## src/rtl/wk_pkg.sv

```systemverilog
package wk_pkg;
  localparam int NBANK = 6;
  localparam int REGW  = 8;
  localparam int SRCW  = REGW - 1;

  typedef struct packed {
    logic [NBANK-1:0] statWr;
    logic             maskWr;
    logic [NBANK-1:0] statSel;
    logic             maskSel;
    logic             rdStb;
  } wkStrobe_t;
endpackage

```

## src/rtl/wk_ctrl.sv

```systemverilog
module wk_ctrl
  import wk_pkg::*;
#(
  parameter int              ADDR_W    = 16,
  parameter logic [ADDR_W-1:0] STAT_BASE = 16'h7F2A,
  parameter logic [ADDR_W-1:0] MASK_ADDR = 16'h7F03
) (
  input  logic              clk,
  input  logic              rstN,
  input  logic [ADDR_W-1:0] addr,
  input  logic              wrEn,
  input  logic              rdEn,
  output wkStrobe_t         stb
);
  logic [NBANK-1:0] hitStat;
  logic             hitMask;

  for (genvar b = 0; b < NBANK; b++) begin : g_dec
    assign hitStat[b] = (addr == STAT_BASE + ADDR_W'(b));
  end
  assign hitMask = (addr == MASK_ADDR);

  always_comb begin
    stb.statWr  = wrEn ? hitStat : '0;
    stb.maskWr  = wrEn & hitMask;
    stb.statSel = hitStat;
    stb.maskSel = hitMask;
    stb.rdStb   = rdEn;
  end

  // one register at most is selected for a write
  a_r6_single_write: assert property (@(posedge clk) disable iff (!rstN)
    $onehot0({stb.statWr, stb.maskWr}));
  // no status write strobe without a bus write
  a_r3_no_stray_write: assert property (@(posedge clk) disable iff (!rstN)
    !wrEn |-> (stb.statWr == '0 && !stb.maskWr));
endmodule

```

## src/rtl/wk_datapath.sv

```systemverilog
module wk_datapath
  import wk_pkg::*;
#(
  parameter logic [NBANK*REGW-1:0] RSVD = 48'h0000_0000_0006
) (
  input  logic                  clk,
  input  logic                  rstN,
  input  wkStrobe_t             stb,
  input  logic [REGW-1:0]       wrData,
  input  logic [NBANK*REGW-1:0] wakeEvt,
  input  logic [SRCW-1:0]       int1Src,
  output logic [REGW-1:0]       rdData,
  output logic                  int1N,
  output logic                  wakeN
);
  localparam int FLATW = NBANK * REGW;

  logic [FLATW-1:0] statQ, clrFlat, evtEff;
  logic [REGW-1:0]  maskQ, rdMux, rdQ;
  logic             anyWake;

  assign evtEff = wakeEvt & ~RSVD;

  for (genvar b = 0; b < NBANK; b++) begin : g_bank
    assign clrFlat[b*REGW +: REGW] = stb.statWr[b] ? wrData : '0;
    always_ff @(posedge clk) begin
      if (!rstN) statQ[b*REGW +: REGW] <= '0;
      else statQ[b*REGW +: REGW] <=
        ((statQ[b*REGW +: REGW] & ~clrFlat[b*REGW +: REGW])
         | evtEff[b*REGW +: REGW]) & ~RSVD[b*REGW +: REGW];
    end
  end

  always_ff @(posedge clk) begin
    if (!rstN)           maskQ <= '0;
    else if (stb.maskWr) maskQ <= wrData;
  end

  always_comb begin
    rdMux = '0;
    for (int b = 0; b < NBANK; b++)
      if (stb.statSel[b]) rdMux = rdMux | statQ[b*REGW +: REGW];
    if (stb.maskSel) rdMux = rdMux | maskQ;
  end

  always_ff @(posedge clk) begin
    if (!rstN)          rdQ <= '0;
    else if (stb.rdStb) rdQ <= rdMux;
  end
  assign rdData = rdQ;

  assign anyWake = |statQ;
  assign wakeN   = ~anyWake;
  assign int1N   = ~((anyWake & ~maskQ[REGW-1]) | (|(int1Src & ~maskQ[SRCW-1:0])));

  // an accepted event is set next cycle, even against a clear
  a_r4_event_wins: assert property (@(posedge clk) disable iff (!rstN)
    $past(rstN) |-> ((statQ & $past(evtEff)) == $past(evtEff)));
  // a cleared bit without an event drops
  a_r3_w1c_clears: assert property (@(posedge clk) disable iff (!rstN)
    $past(rstN) |-> ((statQ & $past(clrFlat & ~evtEff)) == '0));
  // set bits persist unless cleared
  a_r2_sticky: assert property (@(posedge clk) disable iff (!rstN)
    $past(rstN) |-> (($past(statQ) & ~$past(clrFlat) & ~statQ) == '0));
  // reserved positions never hold a one
  a_r5_reserved_zero: assert property (@(posedge clk) disable iff (!rstN)
    (statQ & RSVD) == '0);
  // mask takes the written value
  a_r8_mask_write: assert property (@(posedge clk) disable iff (!rstN)
    stb.maskWr |=> (maskQ == $past(wrData)));
  // unmapped read returns zero
  a_r6_unmapped_zero: assert property (@(posedge clk) disable iff (!rstN)
    (stb.rdStb && stb.statSel == '0 && !stb.maskSel) |=> (rdData == '0));
endmodule

```

## src/rtl/wakeup_irq_agg.sv

```systemverilog
module wakeup_irq_agg
  import wk_pkg::*;
#(
  parameter int                    ADDR_W    = 16,
  parameter logic [ADDR_W-1:0]     STAT_BASE = 16'h7F2A,
  parameter logic [ADDR_W-1:0]     MASK_ADDR = 16'h7F03,
  parameter logic [NBANK*REGW-1:0] RSVD      = 48'h0000_0000_0006
) (
  input  logic                  clk,
  input  logic                  rstN,
  input  logic [ADDR_W-1:0]     addr,
  input  logic [REGW-1:0]       wrData,
  input  logic                  wrEn,
  input  logic                  rdEn,
  output logic [REGW-1:0]       rdData,
  input  logic [NBANK*REGW-1:0] wakeEvt,
  input  logic [SRCW-1:0]       int1Src,
  output logic                  int1N,
  output logic                  wakeN
);
  wkStrobe_t stb;

  wk_ctrl #(.ADDR_W(ADDR_W), .STAT_BASE(STAT_BASE), .MASK_ADDR(MASK_ADDR)) u_ctrl (
    .clk(clk), .rstN(rstN), .addr(addr), .wrEn(wrEn), .rdEn(rdEn), .stb(stb));

  wk_datapath #(.RSVD(RSVD)) u_dp (
    .clk(clk), .rstN(rstN), .stb(stb), .wrData(wrData), .wakeEvt(wakeEvt),
    .int1Src(int1Src), .rdData(rdData), .int1N(int1N), .wakeN(wakeN));
endmodule

```

## config.mk

```make
export PLATFORM = sky130hd
export DESIGN_NAME = wakeup_irq_agg
export DESIGN_NICKNAME = d
export VERILOG_FILES = /design/src/rtl/wk_pkg.sv /design/src/rtl/wk_ctrl.sv /design/src/rtl/wk_datapath.sv /design/src/rtl/wakeup_irq_agg.sv
export SDC_FILE = /design/constraint.sdc
export NUM_CORES = 1
export LEC_CHECK = 0
export CAP_MARGIN = 20
export CORE_MARGIN = 2
export CORE_UTILIZATION = 50
export CTS_CLUSTER_SIZE = 14
export DETAILED_ROUTE_END_ITERATION = 10
export GPL_TIMING_DRIVEN = 0
export PLACE_DENSITY = 0.92
export SYNTH_ARGS = -nofsm -noshare
export SYNTH_HDL_FRONTEND = slang
export SYNTH_SLANG_ARGS = --single-unit
```

## constraint.sdc

```tcl
create_clock -name clk -period 4 [get_ports clk]
set_input_delay 0.8 -clock clk [delete_from_list [all_inputs] [get_ports clk]]
set_output_delay 0.8 -clock clk [all_outputs]
set_load 0.005 [all_outputs]
```

==> flow_summary.rst <==
.. list-table::
   :header-rows: 1

   * - Metric
     - Value
   * - Run status
     - finished, final reports clean
   * - Area of placed instances
     - just under 4000 sq um
   * - Buffer cell driving the clock tree root
     - sky130_fd_sc_hd__clkbuf_8
   * - Instance count after placement with tap cells included
     - 479
   * - Yosys top cell area share
     - 0.421
   * - Main flop type after synthesis
     - sky130_fd_sc_hd__dfxtp_1
   * - Synth Net Count
     - 400
   * - Most common cell in the netlist
     - sky130_fd_sc_hd__o21a_1
   * - Chain of cells forming the critical path
     - clkdlybuf4s50_1 -> or4b_4 -> or3_1 -> nor3_1 -> a21boi_0 -> o21a_1
   * - Total Wirelength
     - between 9 and 10 mm
   * - Net switching power
     - 0.351 mW
   * - Leakage power figure
     - 1.46 nW
   * - Row cnt
     - 27
   * - Cell with the biggest individual delay on the critical path
     - sky130_fd_sc_hd__nor3_1
   * - Number of failing hold endpoints at the final stage
     - 0
   * - Synthesis-stage register bit count
     - 62
   * - Final clock period utilization by the worst path
     - 0.811
   * - FMAX
     - ~310 MHz
   * - Combinational Power Share
     - 0.140
   * - Power share of the clock group
     - 0.407
   * - Worst path max stage delay
     - roughly 900 ps
   * - Initial antenna violation count
     - 0
   * - Total count of max-transition violations in the final report
     - 0
   * - Slew of the pin with the lowest slew margin
     - around 1100 ps
   * - Final Skew
     - roughly 7.7 ps
   * - Arrival time at the worst endpoint
     - about 3500 ps
   * - Internal power
     - between 1 and 1.5 mW
   * - Unique masters post-synth
     - 37
   * - Area of the die
     - 6530 sq um
   * - GRT Residual Overflow
     - 0
   * - Maximum vdd ir drop
     - between 0.2 and 0.25 mV
   * - Area delta synth->final
     - 40.9%
   * - Vertical die dimension
     - just over 80 um
   * - Number of hold buffers added after cts
     - 0
   * - Layout fillers
     - about 450
   * - Total DRC errors in the routed layout
     - 0
   * - I/O pins
     - 93
   * - Relative max-transition margin
     - 0.245
   * - Buffers on Ports
     - between 80 and 90
   * - Routed wirelength normalized by instance count
     - 18.8 um
   * - Most instantiated cells after synthesis
     - sky130_fd_sc_hd__o21a_1, sky130_fd_sc_hd__dfxtp_1, sky130_fd_sc_hd__a21boi_0, sky130_fd_sc_hd__nand2_1, sky130_fd_sc_hd__nor4_1
   * - CTS tree
     - done
   * - DRC marker count from the first detailed-route iteration
     - 185
   * - Via count of the first global-routing pass
     - around 2900
   * - # resized after CTS
     - 0
   * - Share of the yosys chip area belonging to registers
     - 0.421
   * - Net switching share of the total power
     - 0.231
   * - Number of routed nets with antenna violations
     - 0
   * - Width of the die
     - around 80 um
   * - Number of synthesized flops with an enable pin
     - 0
   * - Yosys synthesis warning count
     - 0
   * - Shortest period the worst path allows
     - between 3000 and 4000 ps
   * - Via Count
     - 3003
   * - Total global-route track usage
     - 0.298
   * - Synth Cell Area
     - approximately 3000 sq um
   * - Required time of the critical path
     - 4240 ps
   * - Average size of a mapped cell
     - 9.31 sq um
   * - DRT Pass-1 Iters
     - 4
   * - Pwr/cell area
     - approximately 370 nW/um^2
   * - Setup_tns
     - 0 ps
   * - Biggest fanout along the worst timing path
     - 8
   * - Setup Viol. Count Final
     - 0
   * - Design Area, Final
     - between 4000 and 5000 sq um
   * - Number of levels the H-tree was split into
     - 3
   * - Floorplan core area
     - between 5000 and 6000 sq um
   * - Maximum number of pins on one net before global-route repair
     - 11
   * - Wire length of the first global-routing pass
     - 14.5 mm
   * - Sequential share of power
     - 0.453
   * - Number of instances in the synthesized netlist
     - approximately 320
   * - Nature of the critical path endpoint
     - flip-flop
   * - Number of non-filler instances in the completed layout
     - about 490
   * - Clock slew seen by the registers of the worst setup and hold paths
     - around 70 ps
   * - Dominant cell type by area after synthesis
     - sky130_fd_sc_hd__dfxtp_1
   * - Min-delay worst type
     - reg -> reg
   * - Startpoint type of the worst setup path
     - primary input
   * - Startpoint-to-endpoint class of the critical path
     - in -> reg
   * - Clock Path Buffers
     - 2
   * - Total clock buffers created by CTS
     - 9
   * - Starting Density
     - 0.526
   * - Final net count
     - between 500 and 600
   * - RSZ-0062 raised after global routing
     - false
   * - Routed via count divided by cell count
     - approximately 6.1
   * - Clock Latency Late Sink
     - between 300 and 400 ps
   * - Clk sink count
     - 62
   * - Worst-case hold slack
     - around 500 ps
   * - Diodes inserted
     - 0
   * - Proportion of layout cells with a drive suffix above 1
     - 0.0711
   * - Fraction of registers with async set or reset after synthesis
     - 0
   * - Post-CTS Setup Bufs
     - 0
   * - GPL Wtd Cong
     - 0.931
   * - Detailed placer's ending HPWL
     - about 7.2 mm
   * - Max-cap viol count
     - 0
   * - Cells taking the most area after synthesis
     - sky130_fd_sc_hd__dfxtp_1, sky130_fd_sc_hd__o21a_1, sky130_fd_sc_hd__a21boi_0
==> cells in the final DEF, fill, tap and decap left out, types with 2 or more instances in the layout <==
master / instances
sky130_fd_sc_hd__buf_1: 2
sky130_fd_sc_hd__nand2_1: 25
sky130_fd_sc_hd__mux2_2: 8
sky130_fd_sc_hd__nand4b_1: 2
sky130_fd_sc_hd__nand4_1: 5
sky130_fd_sc_hd__nor3_1: 2
sky130_fd_sc_hd__a21oi_1: 2
sky130_fd_sc_hd__buf_6: 2
sky130_fd_sc_hd__o21a_1: 70
sky130_fd_sc_hd__o22ai_1: 2
sky130_fd_sc_hd__nor2_1: 3
sky130_fd_sc_hd__nand2b_1: 2
sky130_fd_sc_hd__mux2i_1: 8
sky130_fd_sc_hd__bufinv_16: 2
sky130_fd_sc_hd__buf_2: 2
sky130_fd_sc_hd__a31oi_1: 6
sky130_fd_sc_hd__nor4_1: 18
sky130_fd_sc_hd__inv_1: 8
sky130_fd_sc_hd__clkinv_2: 2
sky130_fd_sc_hd__or4_1: 2
sky130_fd_sc_hd__a221oi_1: 7
sky130_fd_sc_hd__clkdlybuf4s50_1: 89
sky130_fd_sc_hd__nand3_1: 9
sky130_fd_sc_hd__clkbuf_1: 14
sky130_fd_sc_hd__a22oi_1: 2
sky130_fd_sc_hd__o21ai_0: 10
sky130_fd_sc_hd__o2bb2ai_1: 4
sky130_fd_sc_hd__dfxtp_1: 62
sky130_fd_sc_hd__clkbuf_8: 11
sky130_fd_sc_hd__a21boi_0: 30
==> worst max-delay path: cells and delay by family <==
kind            cells  cell delay [ps]
compound gates      2              470
buf+inv             1              420
simple gates        3             1790
==> metal layers <==
metal,global-route usage,share of wire
met1,0.362,0.41
met2,0.502,0.48
met3,0.0633,0.077
met4,0.141,0.034
met5,0,0
==> stage by stage <==
step | total power [mW] | worst slack (ps) | utilization
floorplan | 0.783 | 1270 | -
global placement | 0.906 | 455 | 0.701
detailed placement | 0.911 | 473 | 0.702
CTS | 1.52 | 807 | 0.741
global route | 1.58 | 692 | 0.741
finish | 1.52 | 755 | 0.741
==> state kept, by name, indices dropped and copies added (netlist names) <==
| signal | cells |
|---|---|
| u_dp.rdData | 8 |
| u_dp.maskQ | 8 |
| u_dp.statQ | 46 |
==> power by group through the flow <==
| stage | logic [mW] | registers (mW) | clock network [mW] |
|---|---|---|---|
| after global placement | 0.208 | 0.698 | 0 |
| final | 0.213 | 0.688 | 0.618 |
| after CTS | 0.213 | 0.686 | 0.622 |
| after detailed placement | 0.211 | 0.700 | 0 |
| after global routing | 0.229 | 0.690 | 0.658 |
| after floorplan | 0.0956 | 0.688 | 0 |
==> worst paths after layout <==
check / startpoint / end / slack (ps) / cells after the start
hold / removal: u_dp.maskQ[5]$_SDFFE_PN0P_ / u_dp.rdData[5]$_SDFFE_PN0P_ / 490 / 2
setup / recovery: addr[4] / u_dp.statQ[35]$_SDFF_PN0_ / 750 / 6
setup reg to reg: u_dp.statQ[45]$_SDFF_PN0_ / u_dp.rdData[5]$_SDFFE_PN0P_ / 2690 / 4
hold reg to reg: u_dp.maskQ[5]$_SDFFE_PN0P_ / u_dp.rdData[5]$_SDFFE_PN0P_ / 490 / 2
==> final cells by class <==
| cell class | instances | area [sq um] | area share |
|---|---|---|---|
| buffer | 19 | 87.6 | 0.0211 |
| clock buffer | 11 | 151 | 0.0364 |
| clock inverter | 4 | 70.1 | 0.0169 |
| inverter | 8 | 30.0 | 0.00722 |
| multi-input combinational | 228 | 1590 | 0.383 |
| sequential | 62 | 1240 | 0.299 |
| tap | 72 | 90.1 | 0.0217 |
| timing repair buffer | 90 | 896 | 0.215 |
==> cells by family after synthesis <==
group	share of synthesized area
AO/OA/AOI/OAI	0.336
buffers and inverters	0.0399
flip-flops	0.421
multiplexers	0.0577
AND/OR/NAND/NOR	0.146
No activity file was read; power rests on OpenSTA's default activity.
